`src/rtl/cwin_pkg.sv`:
```
package cwin_pkg;

    localparam int REG_W = 32;

    typedef enum logic [1:0] {
        SP_COMMON = 2'b00,
        SP_BAD    = 2'b01,
        SP_ATTR   = 2'b10,
        SP_IO     = 2'b11
    } space_e;

    typedef struct packed {
        logic [4:0] size_code;
        logic [3:0] hold;
        logic [3:0] setup;
        logic [4:0] strobe;
        logic       wide;
        space_e     space;
        logic       slot;
        logic       wprot;
        logic       valid;
    } win_cfg_t;

    function automatic win_cfg_t opt_to_cfg(input logic [REG_W-1:0] o);
        win_cfg_t c;
        c.size_code = o[31:27];
        c.hold      = o[19:16];
        c.setup     = o[15:12];
        c.strobe    = o[11:7];
        c.wide      = o[6];
        c.space     = space_e'(o[4:3]);
        c.slot      = o[2];
        c.wprot     = o[1];
        c.valid     = o[0];
        return c;
    endfunction

    // Codes 16..19 and 22 carry no size.
    function automatic logic size_code_ok(input logic [4:0] code);
        return !((code >= 5'd16 && code <= 5'd19) || code == 5'd22);
    endfunction

    // log2 of the window size in bytes for each size code
    function automatic logic [5:0] size_log2(input logic [4:0] code);
        case (code)
            5'd0:  return 6'd0;
            5'd1:  return 6'd1;
            5'd2:  return 6'd3;
            5'd3:  return 6'd2;
            5'd4:  return 6'd7;
            5'd5:  return 6'd6;
            5'd6:  return 6'd4;
            5'd7:  return 6'd5;
            5'd8:  return 6'd15;
            5'd9:  return 6'd14;
            5'd10: return 6'd12;
            5'd11: return 6'd13;
            5'd12: return 6'd8;
            5'd13: return 6'd9;
            5'd14: return 6'd11;
            5'd15: return 6'd10;
            5'd20: return 6'd24;
            5'd21: return 6'd25;
            5'd23: return 6'd26;
            5'd24: return 6'd16;
            5'd25: return 6'd17;
            5'd26: return 6'd19;
            5'd27: return 6'd18;
            5'd28: return 6'd23;
            5'd29: return 6'd22;
            5'd30: return 6'd20;
            5'd31: return 6'd21;
            default: return 6'd0;
        endcase
    endfunction

endpackage

```
`src/rtl/cwin_regs.sv`:
```
module cwin_regs
    import cwin_pkg::*;
#(
    parameter int NWIN = 8,
    localparam int NREG = 2 * NWIN,
    localparam int RAW  = $clog2(NREG)
) (
    input  logic                        clk,
    input  logic                        rst,
    input  logic                        wr_en,
    input  logic [RAW-1:0]              addr,
    input  logic [REG_W-1:0]            wdata,
    output logic [REG_W-1:0]            rdata,
    output logic [NWIN-1:0][REG_W-1:0]  base_q,
    output logic [NWIN-1:0][REG_W-1:0]  opt_q
);

    // Even entries are bases, odd entries are options.
    logic [NREG-1:0][REG_W-1:0] mem;

    always_ff @(posedge clk) begin
        if (rst) begin
            mem <= '0;
        end else if (wr_en) begin
            mem[addr] <= wdata;
        end
    end

    assign rdata = mem[addr];

    for (genvar w = 0; w < NWIN; w++) begin : g_split
        assign base_q[w] = mem[2*w];
        assign opt_q[w]  = mem[2*w+1];
    end

    AST_REG_STORE: assert property (@(posedge clk) disable iff (rst)
        wr_en |=> mem[$past(addr)] == $past(wdata));

endmodule

```
`src/rtl/cwin_match.sv`:
```
module cwin_match
    import cwin_pkg::*;
#(
    parameter int AW = REG_W
) (
    input  logic             clk,
    input  logic             rst,
    input  logic [AW-1:0]    base,
    input  logic [REG_W-1:0] opt,
    input  logic [AW-1:0]    addr,
    output logic             match,
    output logic [AW-1:0]    low_mask
);

    win_cfg_t cfg;
    logic     usable;

    assign cfg      = opt_to_cfg(opt);
    assign low_mask = (AW'(1) << size_log2(cfg.size_code)) - AW'(1);
    assign usable   = cfg.valid && size_code_ok(cfg.size_code)
                      && (cfg.space != SP_BAD);
    assign match    = usable && ((addr & ~low_mask) == (base & ~low_mask));

    AST_RSV_MISS: assert property (@(posedge clk) disable iff (rst)
        (opt[31:27] inside {5'd16, 5'd17, 5'd18, 5'd19, 5'd22}) |-> !match);

    AST_ZERO_OPT_MISS: assert property (@(posedge clk) disable iff (rst)
        (opt == '0) |-> !match);

    AST_SPACE_BAD_MISS: assert property (@(posedge clk) disable iff (rst)
        (opt[4:3] == 2'b01) |-> !match);

endmodule

```
`src/rtl/cwin_prio.sv`:
```
module cwin_prio
    import cwin_pkg::*;
#(
    parameter int NWIN = 8,
    parameter int AW   = REG_W,
    localparam int IDXW = $clog2(NWIN)
) (
    input  logic                        clk,
    input  logic                        rst,
    input  logic [NWIN-1:0]             match_vec,
    input  logic [NWIN-1:0][REG_W-1:0]  opt_q,
    input  logic [NWIN-1:0][AW-1:0]     mask_q,
    output logic                        hit,
    output logic [IDXW-1:0]             idx,
    output logic [REG_W-1:0]            sel_opt,
    output logic [AW-1:0]               sel_mask
);

    // Scan from the top down so the lowest matching window is assigned last.
    always_comb begin
        hit      = 1'b0;
        idx      = '0;
        sel_opt  = '0;
        sel_mask = '0;
        for (int i = NWIN - 1; i >= 0; i--) begin
            if (match_vec[i]) begin
                hit      = 1'b1;
                idx      = IDXW'(i);
                sel_opt  = opt_q[i];
                sel_mask = mask_q[i];
            end
        end
    end

    AST_LOWEST_WINS: assert property (@(posedge clk) disable iff (rst)
        hit |-> (match_vec[idx]
                 && ((match_vec & ((NWIN'(1) << idx) - NWIN'(1))) == '0)));

    AST_HIT_MEANS_MATCH: assert property (@(posedge clk) disable iff (rst)
        hit == (match_vec != '0));

endmodule

```
`src/rtl/cwin_decoder.sv`:
```
module cwin_decoder
    import cwin_pkg::*;
#(
    parameter int NWIN = 8,
    parameter int AW   = REG_W,
    localparam int IDXW = $clog2(NWIN),
    localparam int RAW  = $clog2(2 * NWIN)
) (
    input  logic             clk,
    input  logic             rst,
    input  logic             cfg_wr,
    input  logic [RAW-1:0]   cfg_addr,
    input  logic [REG_W-1:0] cfg_wdata,
    output logic [REG_W-1:0] cfg_rdata,
    input  logic             host_valid,
    input  logic             host_write,
    input  logic [AW-1:0]    host_addr,
    output logic             win_hit,
    output logic [IDXW-1:0]  win_idx,
    output logic             win_slot,
    output logic [1:0]       win_space,
    output logic             win_wide,
    output logic [AW-1:0]    card_off,
    output logic             prot_err,
    output logic             card_fwd,
    output logic [3:0]       t_setup,
    output logic [4:0]       t_strobe,
    output logic [3:0]       t_hold
);

    logic [NWIN-1:0][REG_W-1:0] base_q;
    logic [NWIN-1:0][REG_W-1:0] opt_q;
    logic [NWIN-1:0][AW-1:0]    mask_q;
    logic [NWIN-1:0]            raw_match;
    logic [NWIN-1:0]            match_vec;
    logic                       hit;
    logic [IDXW-1:0]            idx;
    logic [REG_W-1:0]           sel_opt;
    logic [AW-1:0]              sel_mask;
    win_cfg_t                   sel_cfg;

    cwin_regs #(.NWIN(NWIN)) u_regs (
        .clk    (clk),
        .rst    (rst),
        .wr_en  (cfg_wr),
        .addr   (cfg_addr),
        .wdata  (cfg_wdata),
        .rdata  (cfg_rdata),
        .base_q (base_q),
        .opt_q  (opt_q)
    );

    for (genvar w = 0; w < NWIN; w++) begin : g_win
        cwin_match #(.AW(AW)) u_match (
            .clk      (clk),
            .rst      (rst),
            .base     (base_q[w][AW-1:0]),
            .opt      (opt_q[w]),
            .addr     (host_addr),
            .match    (raw_match[w]),
            .low_mask (mask_q[w])
        );
    end

    assign match_vec = raw_match & {NWIN{host_valid}};

    cwin_prio #(.NWIN(NWIN), .AW(AW)) u_prio (
        .clk       (clk),
        .rst       (rst),
        .match_vec (match_vec),
        .opt_q     (opt_q),
        .mask_q    (mask_q),
        .hit       (hit),
        .idx       (idx),
        .sel_opt   (sel_opt),
        .sel_mask  (sel_mask)
    );

    assign sel_cfg = opt_to_cfg(sel_opt);

    always_comb begin
        win_hit   = hit;
        win_idx   = idx;
        win_slot  = hit & sel_cfg.slot;
        win_space = hit ? sel_cfg.space : 2'b00;
        win_wide  = hit & sel_cfg.wide;
        card_off  = hit ? (host_addr & sel_mask) : '0;
        t_setup   = hit ? sel_cfg.setup  : '0;
        t_strobe  = hit ? sel_cfg.strobe : '0;
        t_hold    = hit ? sel_cfg.hold   : '0;
        prot_err  = hit & host_write & sel_cfg.wprot;
        card_fwd  = hit & ~(host_write & sel_cfg.wprot);
    end

    AST_IDLE_NO_HIT: assert property (@(posedge clk) disable iff (rst)
        !host_valid |-> !win_hit);

    AST_PROT_BLOCKS: assert property (@(posedge clk) disable iff (rst)
        prot_err |-> (!card_fwd && host_write && win_hit));

    AST_MISS_QUIET: assert property (@(posedge clk) disable iff (rst)
        !win_hit |-> (card_off == '0 && t_setup == '0 && t_strobe == '0
                      && t_hold == '0 && !card_fwd));

endmodule

```
`config.mk`:
```
export PLATFORM = sky130hd
export DESIGN_NAME = cwin_decoder
export DESIGN_NICKNAME = d
export VERILOG_FILES = /design/src/rtl/cwin_pkg.sv /design/src/rtl/cwin_regs.sv /design/src/rtl/cwin_match.sv /design/src/rtl/cwin_prio.sv /design/src/rtl/cwin_decoder.sv
export SDC_FILE = /design/constraint.sdc
export NUM_CORES = 2
export LEC_CHECK = 0
export CORE_ASPECT_RATIO = 0.75
export CORE_MARGIN = 8
export CORE_UTILIZATION = 40
export DETAILED_ROUTE_END_ITERATION = 12
export GPL_TIMING_DRIVEN = 0
export PLACE_DENSITY_LB_ADDON = 0.12
export SLEW_MARGIN = 20
export SYNTH_ARGS = -nofsm -noshare
export SYNTH_HDL_FRONTEND = slang
export SYNTH_SLANG_ARGS = --single-unit
```
`constraint.sdc`:
```
create_clock -name clk -period 5.21 [get_ports clk]
set_input_delay 1.042 -clock clk [delete_from_list [all_inputs] [get_ports clk]]
set_output_delay 1.042 -clock clk [all_outputs]
set_load 0.005 [all_outputs]
```
After elaboration in Yosys (flattened, before gate mapping) --
Memories as Yosys holds them, arrays and structs flattened. A register that Yosys moved wholly into a read port is not among the register bits. Index checks and enable logic that the tools add are counted.
Storage, ports and cells: register bits 512, memories kept 8, memory bits (read-only) 1280, bits of input ports 73, logic and storage cells 222, output and inout bits 87
Operators by class: add/subtract/negate cells 8, shift-type cells 8, equal/unequal tests 24, $lt $le $gt $ge 18, bitwise operators 33, muxes and demuxes 58, reductions and logical operators 49
Memories:
- (name not given) | depth 32, width 5, rd ports 1, clocked after Yosys merged registers in 1, write ports 0, RTL line cwin_pkg.sv:45 | case (code)
- (name not given) | depth 32, width 5, rd ports 1, clocked after Yosys merged registers in 1, write ports 0, RTL line cwin_pkg.sv:45
- (name not given) | depth 32, width 5, rd ports 1, clocked after Yosys merged registers in 1, write ports 0, RTL line cwin_pkg.sv:45
- (name not given) | depth 32, width 5, rd ports 1, clocked after Yosys merged registers in 1, write ports 0, RTL line cwin_pkg.sv:45
- (name not given) | depth 32, width 5, rd ports 1, clocked after Yosys merged registers in 1, write ports 0, RTL line cwin_pkg.sv:45
- (name not given) | depth 32, width 5, rd ports 1, clocked after Yosys merged registers in 1, write ports 0, RTL line cwin_pkg.sv:45
- +2 memories
Operators with widths (number):
- $and 32x32->32 | 17
- $bwmux 512 | 1
- $mux 32 | 11
- $eq 32x32->1 | 8
- $not 32->32 | 8
- $shl 1x6->32 const A | 8
- $sub 32x2->32 const B | 8
- $mux 20 | 8
- $bmux 32 s4 | 1
- $demux 32 s4 | 1
- $mux 5 | 17
- $eq 5x5->1 const B | 8
- $ge 5x5->1 const B | 8
- $le 5x5->1 const B | 8
- $logic_and 1x1->1 | 33
- $mux 3 | 8
- $ne 2x1->1 const B | 8
- $and 8x8->8 | 1
- $logic_not 1->1 | 8
- $logic_or 1x1->1 | 8
- $mux 1 | 8
- $mux 4 | 2
- $and 1x1->1 | 6
- $lt 4x5->1 const B | 1
- 3 further kinds | 3

Longest topological paths before layout --
depth after elaboration 19, depth in mapped cells 20, mapped depth without buffers 14

By module --
Synthesis repeated with hierarchy kept, for this count alone.
Unflattened totals: cells, all modules 5099, area total of the unflattened synthesis 40537.6 um^2
By module, submodules not included:
- cwin_regs | instances 1, cells an instance 2690, area each 23304.9 um^2, seq. area each 10249.8 um^2
- cwin_match (g_win[4].u_match ...) | instances 4, cells an instance 229, area each 1682.9 um^2, seq. area each 0.0 um^2
- cwin_match (g_win[0].u_match ...) | instances 3, cells an instance 221, area each 1554.0 um^2, seq. area each 0.0 um^2
- cwin_prio | instances 1, cells an instance 530, area each 3754.9 um^2, seq. area each 0.0 um^2
- cwin_match (g_win[3].u_match) | instances 1, cells an instance 236, area each 1651.6 um^2, seq. area each 0.0 um^2
- cwin_decoder | instances 1, cells an instance 64, area each 432.9 um^2, seq. area each 0.0 um^2

Worst setup path after synthesis --
OpenSTA, ideal clock, no wires.
kind register to output, start reg (tool-made name), end out card_off[10], buffers on the path 5, data arrival time 4.164 ns, cell stages (with the launch flop) 18, setup slack 0.004 ns, data required time 4.168 ns, cell sequence dfxtp_1 buf_2 clkbuf_1 or2_2 or2_2 ha_1 buf_4 or3_1 or3_1 nand4_1 o2111ai_1 or4_1 buf_2 or2_4 buf_6 mux2_4 a211o_1 a211oi_2
RTL lines:
- to (decl) | RTL line cwin_decoder.sv:23 | output logic [AW-1:0] card_off,

Worst setup path after layout --
start in host_addr[15], end out card_off[5]
On the way: cells in the longest elaborated chain, start to end 14, elaborated cells on any way between the ends 43, classes of those cells 8 x eq/ne; 17 x mux; 10 x bitwise; 8 x reduce/logical
Ends and longest elaborated chain:
- from (decl) | RTL line cwin_decoder.sv:17 | input logic [AW-1:0] host_addr,
- $and 32x32->32 | RTL line cwin_match.sv:22 | assign match = usable && ((addr & ~low_mask) == (base & ~low_mask));
- $eq 32x32->1 | RTL line cwin_match.sv:22
- $logic_and 1x1->1 | RTL line cwin_match.sv:22
- $and 8x8->8 * | RTL line cwin_decoder.sv:65 | assign match_vec = raw_match & {NWIN{host_valid}};
- $mux 32 (8 in series) | RTL line cwin_prio.sv:26 | if (match_vec[i]) begin
- $and 32x32->32 | RTL line cwin_decoder.sv:87 | card_off = hit ? (host_addr & sel_mask) : '0;
- $mux 32 * | RTL line cwin_decoder.sv:87
Every way passes the cells marked *; elsewhere a longest branch is shown, timed or not.

==> flow_metrics.tcl <==
set metrics [dict create \
    cts_tree "done" \
    vias_per_cell 6.927 \
    maxCapViolCount 0 \
    synthCells 4955 \
    finalWirelength_mm 257.2 \
    cts_made_buffers 61 \
    max_freq_mhz 155.8 \
    worst_slew_pin_slew_ps 1239 \
    wire_per_inst_um 39.02 \
    start_kind "input pin" \
    final_common_cell "nand2_1" \
    vias 45655 \
    syn2layout_area_growth_pct 28.12 \
    cts.reportedPaths.clkPinSlew_ps 60 \
    violations "negative setup slack" \
    gp_congestion 1.132 \
    grt_pass1_wl_mm 344.2 \
    multi_input_area_um2 28120 \
    place.detailed.hpwl_mm 202.8 \
    ys_seq_elements 552 \
    path_class "in2out" \
    crit_path_max_fanout 10 \
    die_area_um2 105200 \
    start_util_pct 40.13 \
    cellLeakagePower_uw 0.01693 \
    yosysWarningCount 0 \
    ys_seq_area_share_pct 29.09 \
    antenna_found_initial 10 \
    rows 98 \
    ys.flop_type "dfxtp_1" \
    gr-total-overflow 0 \
    grt_max_degree 20 \
    dieWidth_um 371.8 \
    mostFrequentLayoutCells "nand2_1, a21oi_1, dfxtp_1" \
    crit_path_end_kind "output pin" \
    run_status "complete, but fails checks" \
    ios 160 \
    power.total_uw 11110 \
    finalWorstSetupSlack_ps -1210 \
    synthArstFlopShare_pct 0 \
    remaining_drc_errors 0 \
    power_density_nw_per_um2 228.2 \
    finalClockSkew_ps 18.91 \
    avgSynthCellArea_um2 7.666 \
    slew-limit-headroom_pct 16.77 \
    dieHeight_um 282.9 \
    insertion_delay_ps 700 \
    cts_buffer_depth 3 \
    vdd_drop_max_mv 0.3281 \
    holdWs_ps 456.0 \
    min_from "u_regs.opt_q[37]" \
    dr.pass1.iters 9 \
    rsz0062_at_grt "true" \
    synth_edf_count 0 \
    hold_class "reg2reg" \
    r2r-start "u_regs.opt_q[255]" \
    cts-htree-levels 2 \
    ff_latch_area_um2 11110 \
    grt_pass1_vias 41154 \
    antenna_left 0 \
    final_core_util_pct 51.41 \
    crit_path_start "host_addr[15]" \
    num-fill-cells 9186 \
    cts_sinks 552 \
    synth_area_um2 37980 \
    setup_viol 61 \
    drv_slew 0 \
    crit_arrival_ps 5380 \
    hold_violations 0 \
    timing.final.crit_share_pct 123.2 \
    core_area_um2 94660 \
    fin_crit_ps 6420 \
    synth_nets 5068 \
    cp.required_ps 4170 \
    drt_iter0_drc 8548 \
    drive_gt1_share_pct 23.41 \
    synth.distinct_cells 105 \
    gr-usage-all-layers_pct 46.80 \
    dpl_worst_slack_ps -3430 \
    cts-root-buf "clkbuf_16" \
    nNetsFinal 5399 \
    port-buffer-count 91 \
]
==> synth_stat cells, types with 64 or more instances <==
| cell | n | area share [%] |
|---|---|---|
| a211oi_1 | 64 | 1.3 |
| a21oi_1 | 649 | 8.6 |
| buf_2 | 93 | 1.2 |
| clkbuf_1 | 344 | 3.4 |
| dfxtp_1 | 552 | 29 |
| mux4_2 | 160 | 9.5 |
| nand2_1 | 1160 | 11 |
| nand3_1 | 134 | 1.8 |
| nor2_1 | 187 | 1.8 |
| nor3_1 | 120 | 1.6 |
| o21ai_0 | 106 | 1.4 |
| xnor2_1 | 130 | 3.0 |
| xor2_1 | 156 | 3.6 |
==> power by group <==
part / total [uW] / internal, uW / switching (uW)
clock: 4750 / 2630 / 2120
sequential: 4350 / 4270 / 77.8
combinational: 2010 / 581 / 1430
total: 11100 / 7480 / 3620
==> critical path, cell delays in order <==
cell       delay, ps
clkbuf_2         410
xnor2_1          720
o22ai_1          160
nor4_1           420
o2111ai_1        200
nand4bb_1        250
buf_2            190
or2_1            250
buf_6            180
buf_8            180
a311oi_4         560
o211ai_1         330
a21oi_4          290
buf_2            160
==> state kept, by name, indices dropped and copies added, names as in the netlist, named ones only <==
name,count
u_regs.opt_q,256
u_regs.base_q,256
==> repair_timing <==
action | 4_1_cts | 5_1_grt
endpoints found under the setup margin | 86 | 82
buffers inserted | 151 | 49
resized for setup | 1030 | 280
pin swaps | 159 | 133
gates cloned | 2 | 1
hold buffers | 0 | 0
==> final timing paths <==
| path | endpoint | slack [ps] | cells past startpoint |
|---|---|---|---|
| max | card_off[5] | -1210 | 14 |
| min | u_regs.opt_q[37] | 460 | 2 |
| max reg2reg | register | 2980 | 5 |
| min reg2reg | u_regs.opt_q[37] | 460 | 2 |
==> cell type report <==
type | instances | area share (%)
antenna | 6 | 0.03085
tap | 1250 | 3.214
inverter | 52 | 0.4242
clock inverter | 25 | 0.7173
timing repair buffer | 294 | 5.412
buffer | 480 | 5.939
multi-input combinational | 3845 | 57.78
clock buffer | 87 | 3.646
sequential | 552 | 22.83
==> per-stage QoR <==
stage               area (um^2)  setup TNS (ps)  instances
floorplan                 37980               0       4955
global placement          40460         -306940       6296
detailed placement        40620         -190190       6301
CTS                       47290          -55600       6546
global route              48660          -53790       6587
finish                    48670          -52860       6591
==> cells by family after synthesis <==
family	Yosys count	synth area share [%]
AND/OR/NAND/NOR	2011	24.44
AO/OA/AOI/OAI	1297	21.72
adder cells (fa/ha/maj)	40	1.318
other	1	0.009873
buffers and inverters	558	5.949
multiplexers	210	10.88
XOR/XNOR	286	6.595
flip-flops	552	29.09
==> metal layers <==
metal	GRT usage [%]	vias up	wire (um)	part of all wire [%]
li1	-	18465	-	-
met1	60.55	22225	96870	38
met2	61.46	4104	94210	37
met3	22.65	859	44280	17
met4	29.09	2	21830	8.5
met5	1.281	-	14	0.0054
Power figures use the tool's default switching activity.
